[src/rtl/uart_tick_pkg.sv]
package uart_tick_pkg;
    typedef enum logic {
        MODE_STD  = 1'b0,
        MODE_FAST = 1'b1
    } rate_mode_e;

    localparam int unsigned OVS_STD  = 16;
    localparam int unsigned OVS_FAST = 4;
endpackage

[src/rtl/tick_timer.sv]
module tick_timer #(
    parameter int unsigned DIV_W = 16
) (
    input  logic             clk,
    input  logic             rst,
    input  logic             wr_en,
    input  logic [DIV_W-1:0] wr_data,
    output logic             tick_o
);
    typedef struct packed {
        logic [DIV_W-1:0] div;
        logic [DIV_W-1:0] cnt;
    } tmr_s;

    tmr_s st_d, st_q;
    logic at_tc;

    always_comb begin
        st_d   = st_q;
        at_tc  = (st_q.cnt == st_q.div);
        tick_o = at_tc && !wr_en && !rst;
        if (wr_en) begin
            st_d.div = wr_data;
            st_d.cnt = '0;
        end else if (at_tc) begin
            st_d.cnt = '0;
        end else begin
            st_d.cnt = st_q.cnt + 1'b1;
        end
    end

    always_ff @(posedge clk) begin
        if (rst) st_q <= '0;
        else     st_q <= st_d;
    end


    a_r1_quiet_in_reset: assert property (@(posedge clk) rst |-> !tick_o);

    a_r2_no_overrun: assert property (@(posedge clk) disable iff (rst)
        st_q.cnt <= st_q.div);

    a_r6_write_clears: assert property (@(posedge clk) disable iff (rst)
        wr_en |=> (st_q.cnt == '0));

    a_r7_write_wins: assert property (@(posedge clk) disable iff (rst)
        wr_en |-> !tick_o);
endmodule

[src/rtl/tick_subdiv.sv]
module tick_subdiv
    import uart_tick_pkg::*;
(
    input  logic       clk,
    input  logic       rst,
    input  logic       clr_i,
    input  logic       sample_i,
    input  rate_mode_e mode_i,
    output logic       bit_o
);
    localparam int unsigned SUB_W = $clog2(OVS_STD);
    localparam logic [SUB_W-1:0] STD_LAST  = SUB_W'(OVS_STD - 1);
    localparam logic [SUB_W-1:0] FAST_LAST = SUB_W'(OVS_FAST - 1);

    typedef struct packed {
        rate_mode_e       mode;
        logic [SUB_W-1:0] sub;
    } sub_s;

    sub_s st_d, st_q;
    logic mode_chg;
    logic [SUB_W-1:0] last;
    logic wrap;

    always_comb begin
        st_d     = st_q;
        mode_chg = (mode_i != st_q.mode);
        last     = (st_q.mode == MODE_FAST) ? FAST_LAST : STD_LAST;
        wrap     = (st_q.sub >= last);
        bit_o    = sample_i && wrap && !mode_chg && !clr_i;
        st_d.mode = mode_i;
        if (clr_i || mode_chg) begin
            st_d.sub = '0;
        end else if (sample_i) begin
            st_d.sub = wrap ? '0 : st_q.sub + 1'b1;
        end
    end

    always_ff @(posedge clk) begin
        if (rst) st_q <= '{mode: MODE_STD, sub: '0};
        else     st_q <= st_d;
    end


    a_r5_bit_on_sample: assert property (@(posedge clk) disable iff (rst)
        bit_o |-> sample_i);

    a_r8_mode_change_clears: assert property (@(posedge clk) disable iff (rst)
        (mode_i != st_q.mode) |=> (st_q.sub == '0));

    a_r4_fast_bound: assert property (@(posedge clk) disable iff (rst)
        (st_q.mode == MODE_FAST) |-> (st_q.sub <= FAST_LAST));
endmodule

[src/rtl/uart_tick_gen.sv]
module uart_tick_gen
    import uart_tick_pkg::*;
#(
    parameter int unsigned DIV_W = 16
) (
    input  logic             clk,
    input  logic             rst,
    input  logic             div_wr,
    input  logic [DIV_W-1:0] div_data,
    input  logic             fast_mode,
    output logic             sample_tick,
    output logic             bit_tick
);
    logic smp;
    rate_mode_e mode_sel;

    assign mode_sel = rate_mode_e'(fast_mode);

    tick_timer #(.DIV_W(DIV_W)) u_timer (
        .clk     (clk),
        .rst     (rst),
        .wr_en   (div_wr),
        .wr_data (div_data),
        .tick_o  (smp)
    );

    tick_subdiv u_subdiv (
        .clk      (clk),
        .rst      (rst),
        .clr_i    (div_wr),
        .sample_i (smp),
        .mode_i   (mode_sel),
        .bit_o    (bit_tick)
    );

    assign sample_tick = smp;


    a_r1_no_bit_in_reset: assert property (@(posedge clk) rst |-> !bit_tick);
endmodule

[config.mk]
export PLATFORM = sky130hd
export DESIGN_NAME = uart_tick_gen
export DESIGN_NICKNAME = d
export VERILOG_FILES = /design/src/rtl/uart_tick_pkg.sv /design/src/rtl/tick_timer.sv /design/src/rtl/tick_subdiv.sv /design/src/rtl/uart_tick_gen.sv
export SDC_FILE = /design/constraint.sdc
export NUM_CORES = 1
export LEC_CHECK = 0
export CAP_MARGIN = 20
export CORE_MARGIN = 8
export CORE_UTILIZATION = 58
export DETAILED_ROUTE_END_ITERATION = 10
export PLACE_DENSITY = 0.83
export RECOVER_POWER = 50
export SYNTH_ARGS = -nofsm -noshare
export SYNTH_HDL_FRONTEND = slang
export SYNTH_SLANG_ARGS = --single-unit
export TNS_END_PERCENT = 1
[constraint.sdc]
create_clock -name clk -period 3.9 [get_ports clk]
set_clock_uncertainty 0.15 [all_clocks]
set_input_delay 1.17 -clock clk [delete_from_list [all_inputs] [get_ports clk]]
set_output_delay 1.17 -clock clk [all_outputs]
set_load 0.02 [all_outputs]
---- Yosys cells after proc, flatten, opt, wreduce, memory -nomap -nowiden ----
Cells that the tools add are included.
storage, ports and cells
  flip-flop bits (word level) ............. 37
  bits of input ports ..................... 20
  output and inout bits ................... 2
  logic and storage cells ................. 22
cells by class
  add/subtract/negate cells ............... 2
  $lt $le $gt $ge ......................... 1
  eq/ne operators ......................... 2
  multiplexer cells ....................... 2
  reductions and logical operators ........ 11
operators with widths
  cell                     count
  $add A16 B1 Y16 const B  1
  $eq A16 B16 Y1           1
  $mux W4                  2
  $logic_and A1 B1 Y1      5
  $add A4 B1 Y4 const B    1
  $ge A4 B4 Y1             1
  $logic_not A1 Y1         3
  $reduce_or A3 Y1         1
  $reduce_or A2 Y1         1
  $logic_or A1 B1 Y1       1
  $ne A1 B1 Y1             1

---- Depth between registers and ports, before layout ----
Gate-level depths: netlist (run 1).
  word-level depth ........................ 6
  gate-level depth with buffers ........... 7
  gate-level depth less buffers ........... 6

---- By module ----
A second synthesis (run 1) with hierarchy kept.
unflattened totals
  cell total of the unflattened synthesis .. 178
  area, all modules ....................... 1739.2 um^2
by module, submodules not included
  module       times used  cells each  area each (um^2)  seq. area each (um^2)
  tick_timer   1           153         1482.7            640.6
  tick_subdiv  1           25          256.5             100.1

---- Worst setup path after synthesis (run 1) ----
No wires, ideal clock.
  path type ............................... input -> output
  start point ............................. input div_wr
  end point ............................... output bit_tick
  arrival ................................. 2.162 ns
  data required time ...................... 2.580 ns
  setup slack ............................. 0.418 ns
  stages on the path ...................... 5
  buffers on the path ..................... 1
  cells stage by stage .................... clkbuf_1 -> nor2_1 -> and2_1 -> nand2_1 -> nor2_1
between the ends
  longest elaborated chain between the ends .. 6
RTL lines
  item                               RTL line                             RTL
  start, declared                    uart_tick_gen.sv:8                   input logic div_wr,
  $logic_not A1 Y1 (*)               tick_timer.sv:21, tick_subdiv.sv:30
  $logic_and A1 B1 Y1 (2 in series)  tick_timer.sv:21                     tick_o = at_tc && !wr_en && !rst;
  $logic_and A1 B1 Y1 (2 in series)  tick_subdiv.sv:30                    bit_o = sample_i && wrap && !mode_chg && !clr_i;
  $logic_and A1 B1 Y1 (*)            tick_subdiv.sv:30
  end, declared                      uart_tick_gen.sv:12                  output logic bit_tick
Mark *: on every way between the ends. The rest lies on a longest branch, timed or not.

---- Worst setup path in the final report (run 1) ----
  start point ............................. input fast_mode
  end point ............................... output bit_tick
between the ends
  longest elaborated chain between the ends .. 4
RTL lines
  item                               RTL line             RTL
  start, declared                    uart_tick_gen.sv:10  input logic fast_mode,
  $ne A1 B1 Y1                       tick_subdiv.sv:27    mode_chg = (mode_i != st_q.mode);
  $logic_not A1 Y1                   tick_subdiv.sv:30
  $logic_and A1 B1 Y1 (2 in series)  tick_subdiv.sv:30
Every way passes these cells.

==> results.md, run 1 <==
* EDFF count, synth at 0
* Area Growth Syn to Fin at 19.6%
* Final worst slack at 0.137 ns
* Setup_tns at 0 ns
* Max Buffers Root-to-Sink at 2
* Worst Path Max Fanout at 2
* Final nets at approximately 230
* Asr flop ratio synth at 0%
* Avg Inst Size Synth at around 9.4 um2
* DR iter-0 viols at 36
* Global-route wire length before repair at 6000 um
* Vias at 1311
* Mapped cell area at 1710 um2
* CTS Sinks at 37
* Reg clk slew, reported paths at approximately 0.10 ns
* Crit path time final at 3.76 ns
* Critical Path RT at 2.58 ns
* Startpoint Class: input port
* Placer congestion estimate at around 0.86
* Wirelength per Cell at roughly 14 um
* Largest net degree at the start of global routing at 18
* Total wire length at 3490 um
* Num CTS Buffers at 5
* LEAKAGE at 0.920 nW
* Die H at 70.4 um
* Final max-slew violation count at 0
* Critical-path cell list: clkdlybuf4s50_1, xnor2_1, and2_1, nand2_1, nor2_1, dlygate4sd2_1
* # IOs at 22
* Area of the multi-input gates at 933 um2
* Worst slew pin tran at 0.709 ns
* Final Hold Viols at 0
* Buffers & Inverters on Critical Path at 2
* GRT Total Usage at 14.8%
* Final setup viols at 0
* CP endpoint kind: output pin
* Tcrit/Tclk final at between 90 and 100%
* Rows at 19
* RSZ-0062 raised after global routing: no
* H-tree depth at 2
* Most frequent cells in the layout: nor2_1, dfxtp_1, xor2_1
* Synth Instances at 182
* Post-CTS Setup Inserts at 0
* Post-route antenna net violation count at 0
* Resized Gates After CTS at 2
* Max VDD drop at 0.531 mV
* Synth Warn # at 0
* CTS tree: yes
* CTS Root Cell: clkbuf_4
* Core box area at 2780 um2
* Post-CTS Hold Fix Bufs at 0
* Clk_lat worst skew at 0.34 ns
* Critical path's slowest cell: clkdlybuf4s50_1
* Pwr dens at 363 nW/um2
* Yosys cell types at 31
* Grt total ovfl at 0
* First drt pass iteration count at 4
* DP Worst Slack at -0.150 ns
* Tightest Hold Check Type: reg -> reg
* Synthesized Nets at 206
* Max stage delay on crit path at 0.49 ns
* Synth Flop Type: dfxtp_1
* Crit-path leading delay family: buffers and inverters
* Slew Limit Headroom at 52.7%
* Crit Path Class: in -> out
* Initial Utilization at 61.6%
* HPWL Detailed at around 2700 um
* Reg area at 741 um2
* Die area at 4950 um2
* Drt via density at 5.42
* Share of layout cells above drive strength 1 at just over 8%
* DRC viols at 0
* Port Buffers at 21
* Max_cap viols at 0
* Die Width at between 70 and 80 um
* Vias in the first global route at around 1.4k
* Diode count at 0
* Crit path arrival time at 2.44 ns
* Fill count at 198
* Status: finished, final reports clean
* Achievable frequency at 266 MHz
* Leading cell type in the layout, fill and taps excluded: nor2_1
* Initial antenna violation count at 0
* Number of synthesized register bits at 37
* Seq/Total Area, Yosys at 43.2%
==> Yosys cell counts (2+ instances only) <==
cell | instances | share of area, %
clkbuf_1 | 3 | 0.66
ha_1 | 4 | 2.9
buf_2 | 2 | 0.58
xor2_1 | 24 | 12
mux2i_1 | 18 | 11
inv_1 | 2 | 0.44
nor4_1 | 2 | 0.73
a21o_1 | 2 | 0.88
nor2_1 | 38 | 8.3
nor4_2 | 2 | 1.5
nand3_1 | 5 | 1.5
nand4_1 | 5 | 1.8
dfxtp_1 | 37 | 43
and2_1 | 3 | 1.1
xnor2_1 | 8 | 4.1
nand2_1 | 12 | 2.6
==> flip-flops by register name, summed over array words and instances (netlist names) <==
register	flops
u_timer.st_q	32
u_subdiv.st_q	5
==> worst paths after layout <==
| check | endpoint | from | slack, ns | cells past startpoint |
|---|---|---|---|---|
| worst min-delay path | u_subdiv.st_q[0] | u_subdiv.st_q[0] | 0.34 | 2 |
| worst max-delay path | bit_tick | fast_mode | 0.14 | 6 |
| worst max register to register | u_timer.st_q[4] | u_timer.st_q[7] | 1.78 | 6 |
| worst min register to register | u_subdiv.st_q[0] | u_subdiv.st_q[0] | 0.34 | 2 |
==> final cells by class <==
cell class              instances  area share [%]
multi-input cells             137            45.5
flip-flops and latches         37            36.1
repair buffers                 27            12.0
clock buffers                   7            2.68
well taps                      31            1.89
clock inverters                 1            1.46
inverters                       2           0.366
==> power breakdown <==
part / switching, mW / total [mW] / internal (mW)
registers: 0.00946 / 0.399 / 0.389
logic: 0.0322 / 0.0726 / 0.0404
clock network: 0.119 / 0.272 / 0.153
==> tightest hold or removal path: cells and delay by family, from the launching register on <==
| family | cells | cell delay, ns |
|---|---|---|
| flip-flops | 1 | 0.35 |
| AND/OR/NAND/NOR | 1 | 0.06 |
| AO/OA/AOI/OAI | 1 | 0.05 |
==> logic make-up after synthesis <==
| kind of cell | Yosys count | share of synthesized area (%) |
|---|---|---|
| AO/OA/AOI/OAI | 6 | 2.34 |
| XOR/XNOR | 32 | 16.4 |
| adder cells (fa/ha/maj) | 4 | 2.92 |
| buffers and inverters | 8 | 2.34 |
| flip-flops | 37 | 43.2 |
| multiplexers | 18 | 10.5 |
| AND/OR/NAND/NOR | 77 | 22.3 |
==> stage by stage <==
step | area [um2] | total power [mW] | hold WS, ns | cells | util, %
floorplan | 1710 | 0.447 | 0.285 | 182 | -
global placement | 1980 | 0.476 | 0.301 | 234 | 71.0
detailed placement | 1980 | 0.480 | 0.329 | 234 | 71.0
CTS | 2060 | 0.750 | 0.345 | 242 | 74.0
global route | 2050 | 0.776 | 0.370 | 242 | 73.7
finish | 2050 | 0.744 | 0.344 | 242 | 73.7
==> per-layer routing <==
layer  share of wire, %  up-vias  GRT usage, %
met1                 44      610          15.9
met4                2.4        0          6.47
li1                   -      665             -
met5                  0        -             0
met3                3.4       10          5.23
met2                 50       26          25.3
(Power assumes the default switching activity.)
==> run 2: changes to the inputs <==
SLEW_MARGIN = 30   (was default)
==> results of run 2 <==
No change in the layout: final DEF, timing and power equal those of run 1.
==> run 3: changes to the inputs <==
CORE_MARGIN = default   (was 8)
PLACE_DENSITY = 0.88   (was 0.83)
==> results.md, run 3 (same netlist as run 1, synthesis figures left out) <==
* Tightest Hold Check Type: reg -> reg
* Initial antenna violation count at 0 (unchanged)
* Share of layout cells above drive strength 1 at 9.00% (+0.95 points)
* Crit path time final at 3.81 ns (+0.0426 ns)
* Die area at 3180 um2 (-36%)
* GRT Total Usage at 24.4% (+9.6 points)
* Final Power at 702 uW (-5.6%)
* Startpoint Class: input port
* Top register by number of flip-flops: u_timer.st_q
* Area Growth Syn to Fin at 18.8%
* Num CTS Buffers at 5 (unchanged)
* Global-route wire length before repair at 5910 um (-1.4%)
* GR Layer Usage met2 at 44.6% (+19 points)
* Post-CTS Hold Fix Bufs at 0 (unchanged)
* DR iter-0 viols at 57 (+58%)
* Status: finished, final reports clean
* Pwr dens at 345 nW/um2 (-4.9%)
* DRC viols at 0 (unchanged)
* Non-Filler Instances at 242 (unchanged)
* Grt met3 use at 5.07% (-0.16 points)
* Final Hold Viols at 0 (unchanged)
* Post-layout utilization of the core at 73.2% (-0.54 points)
* Largest net degree at the start of global routing at 17 (-1)
* Max_cap viols at 0 (unchanged)
* Met1 usage at 26.9% (+11 points)
* CTS Root Cell: clkbuf_4
* Top Usage Layer GRT: met2
* Critical path's slowest cell: clkdlybuf4s50_1
* Final nets at 234 (unchanged)
* Max VDD drop at 0.391 mV (-26%)
* RSZ-0062 raised after global routing: no
* Number of flip-flops in the largest register at 32 (unchanged)
* Worst Path Max Fanout at 3 (+1)
* Post-CTS Setup Inserts at 0 (unchanged)
* Max stage delay on crit path at 0.49 ns (about the same)
* Vias at 1351 (+3.1%)
* CP endpoint kind: output pin
* Critical-path cell list: clkdlybuf4s50_1, or3_1, inv_1, dlygate4sd2_1
* Final setup viols at 0 (unchanged)
* Setup_tns at 0 ns (unchanged)
* HPWL Detailed at 2610 um (-4.8%)
* Most frequent cells in the layout: nor2_1, dfxtp_1, xor2_1
* Post-route antenna net violation count at 0 (unchanged)
* Achievable frequency at 263 MHz (-1.1%)
* Clk_lat worst skew at 0.34 ns (about the same)
* Tcrit/Tclk final at 97.6% (+1.1 points)
* Core box area at 2780 um2 (unchanged)
* Crit-path leading delay family: buffers and inverters
* H-tree depth at 2 (unchanged)
* Die H at 56.4 um (-20%)
* Total wire length at 3450 um (-1.0%)
* Grt total ovfl at 0 (unchanged)
* Final max-slew violation count at 0 (unchanged)
* Initial Utilization at 61.6% (unchanged)
* Max Buffers Root-to-Sink at 2 (unchanged)
* Placer congestion estimate at 0.885 (+2.9%)
* Vias in the first global route at 1373 (-0.87%)
* Critical Path RT at 2.58 ns (about the same)
* CTS Sinks at 37 (unchanged)
* Biggest regs: u_timer.st_q: 32 flops, u_subdiv.st_q: 5 flops
* Hold Worst Slack at 0.343 ns (-0.00106 ns)
* Design area at 2040 um2 (-0.73%)
* First drt pass iteration count at 4 (unchanged)
* # IOs at 22 (unchanged)
* LEAKAGE at 0.915 nW (-0.60%)
* Reg clk slew, reported paths at 0.10 ns (about the same)
* Final worst slack at 0.0949 ns (-0.0426 ns)
* DP Worst Slack at -0.260 ns (-0.110 ns)
* Drt via density at 5.58 (+3.1%)
* Die Width at 56.4 um (-20%)
* Rows at 19 (unchanged)
* Crit path arrival time at 2.49 ns (+0.05 ns)
* CTS tree: yes
* Port Buffers at 21 (unchanged)
* Wirelength per Cell at 14.3 um (-1.0%)
* Slew Limit Headroom at 27.9% (-25 points)
* Worst slew pin tran at 1.08 ns (+0.371 ns)
* Diode count at 0 (unchanged)
* Crit Path Class: in -> out
* Buffers & Inverters on Critical Path at 3 (+1)
* Placement Cell Area at 1980 um2 (unchanged)
* Placed instance count at 234 (unchanged)
run 3: layer usage:
metal,vias to the layer above,routed length (um)
met5,-,0
met4,0,97
met3,12,128
met2,34,1760
met1,634,1470
li1,671,-
run 3: report_power, final:
part,switching [mW],internal [mW],total (mW)
logic,0.0329,0.0415,0.0743
registers,0.00971,0.389,0.399
clock network,0.124,0.104,0.229
run 3: tightest hold or removal path, stage by stage, from the launching register on:
cell and delay (ns):
dfxtp_1 0.34, nand2_1 0.06, mux2i_1 0.05
run 3: timing repair:
| action | CTS | global route |
|---|---|---|
| hold endpoints to repair | 0 | 0 |
| gates resized for setup | 3 | 4 |
| setup endpoints to repair | 2 | 1 |
| gates cloned | 0 | 0 |
run 3: cell type report:
cell class	instances	area (um2)
Sequential cell	37	741
Multi-Input combinational cell	137	937
Clock inverter	1	5.00
Timing Repair Buffer	27	241
Tap cell	31	38.8
Fill cell	203	746
Clock buffer	7	65.1
Inverter	2	7.51
run 3: path summary, 6_finish.rpt:
path	cells past startpoint	slack [ns]	to	from
setup / recovery	4	0.09	sample_tick	div_wr
hold / removal	2	0.34	u_subdiv.st_q[1]	u_subdiv.st_q[1]
setup reg to reg	6	1.75	u_timer.st_q[14]	u_timer.st_q[9]
hold reg to reg	2	0.34	u_subdiv.st_q[1]	u_subdiv.st_q[1]
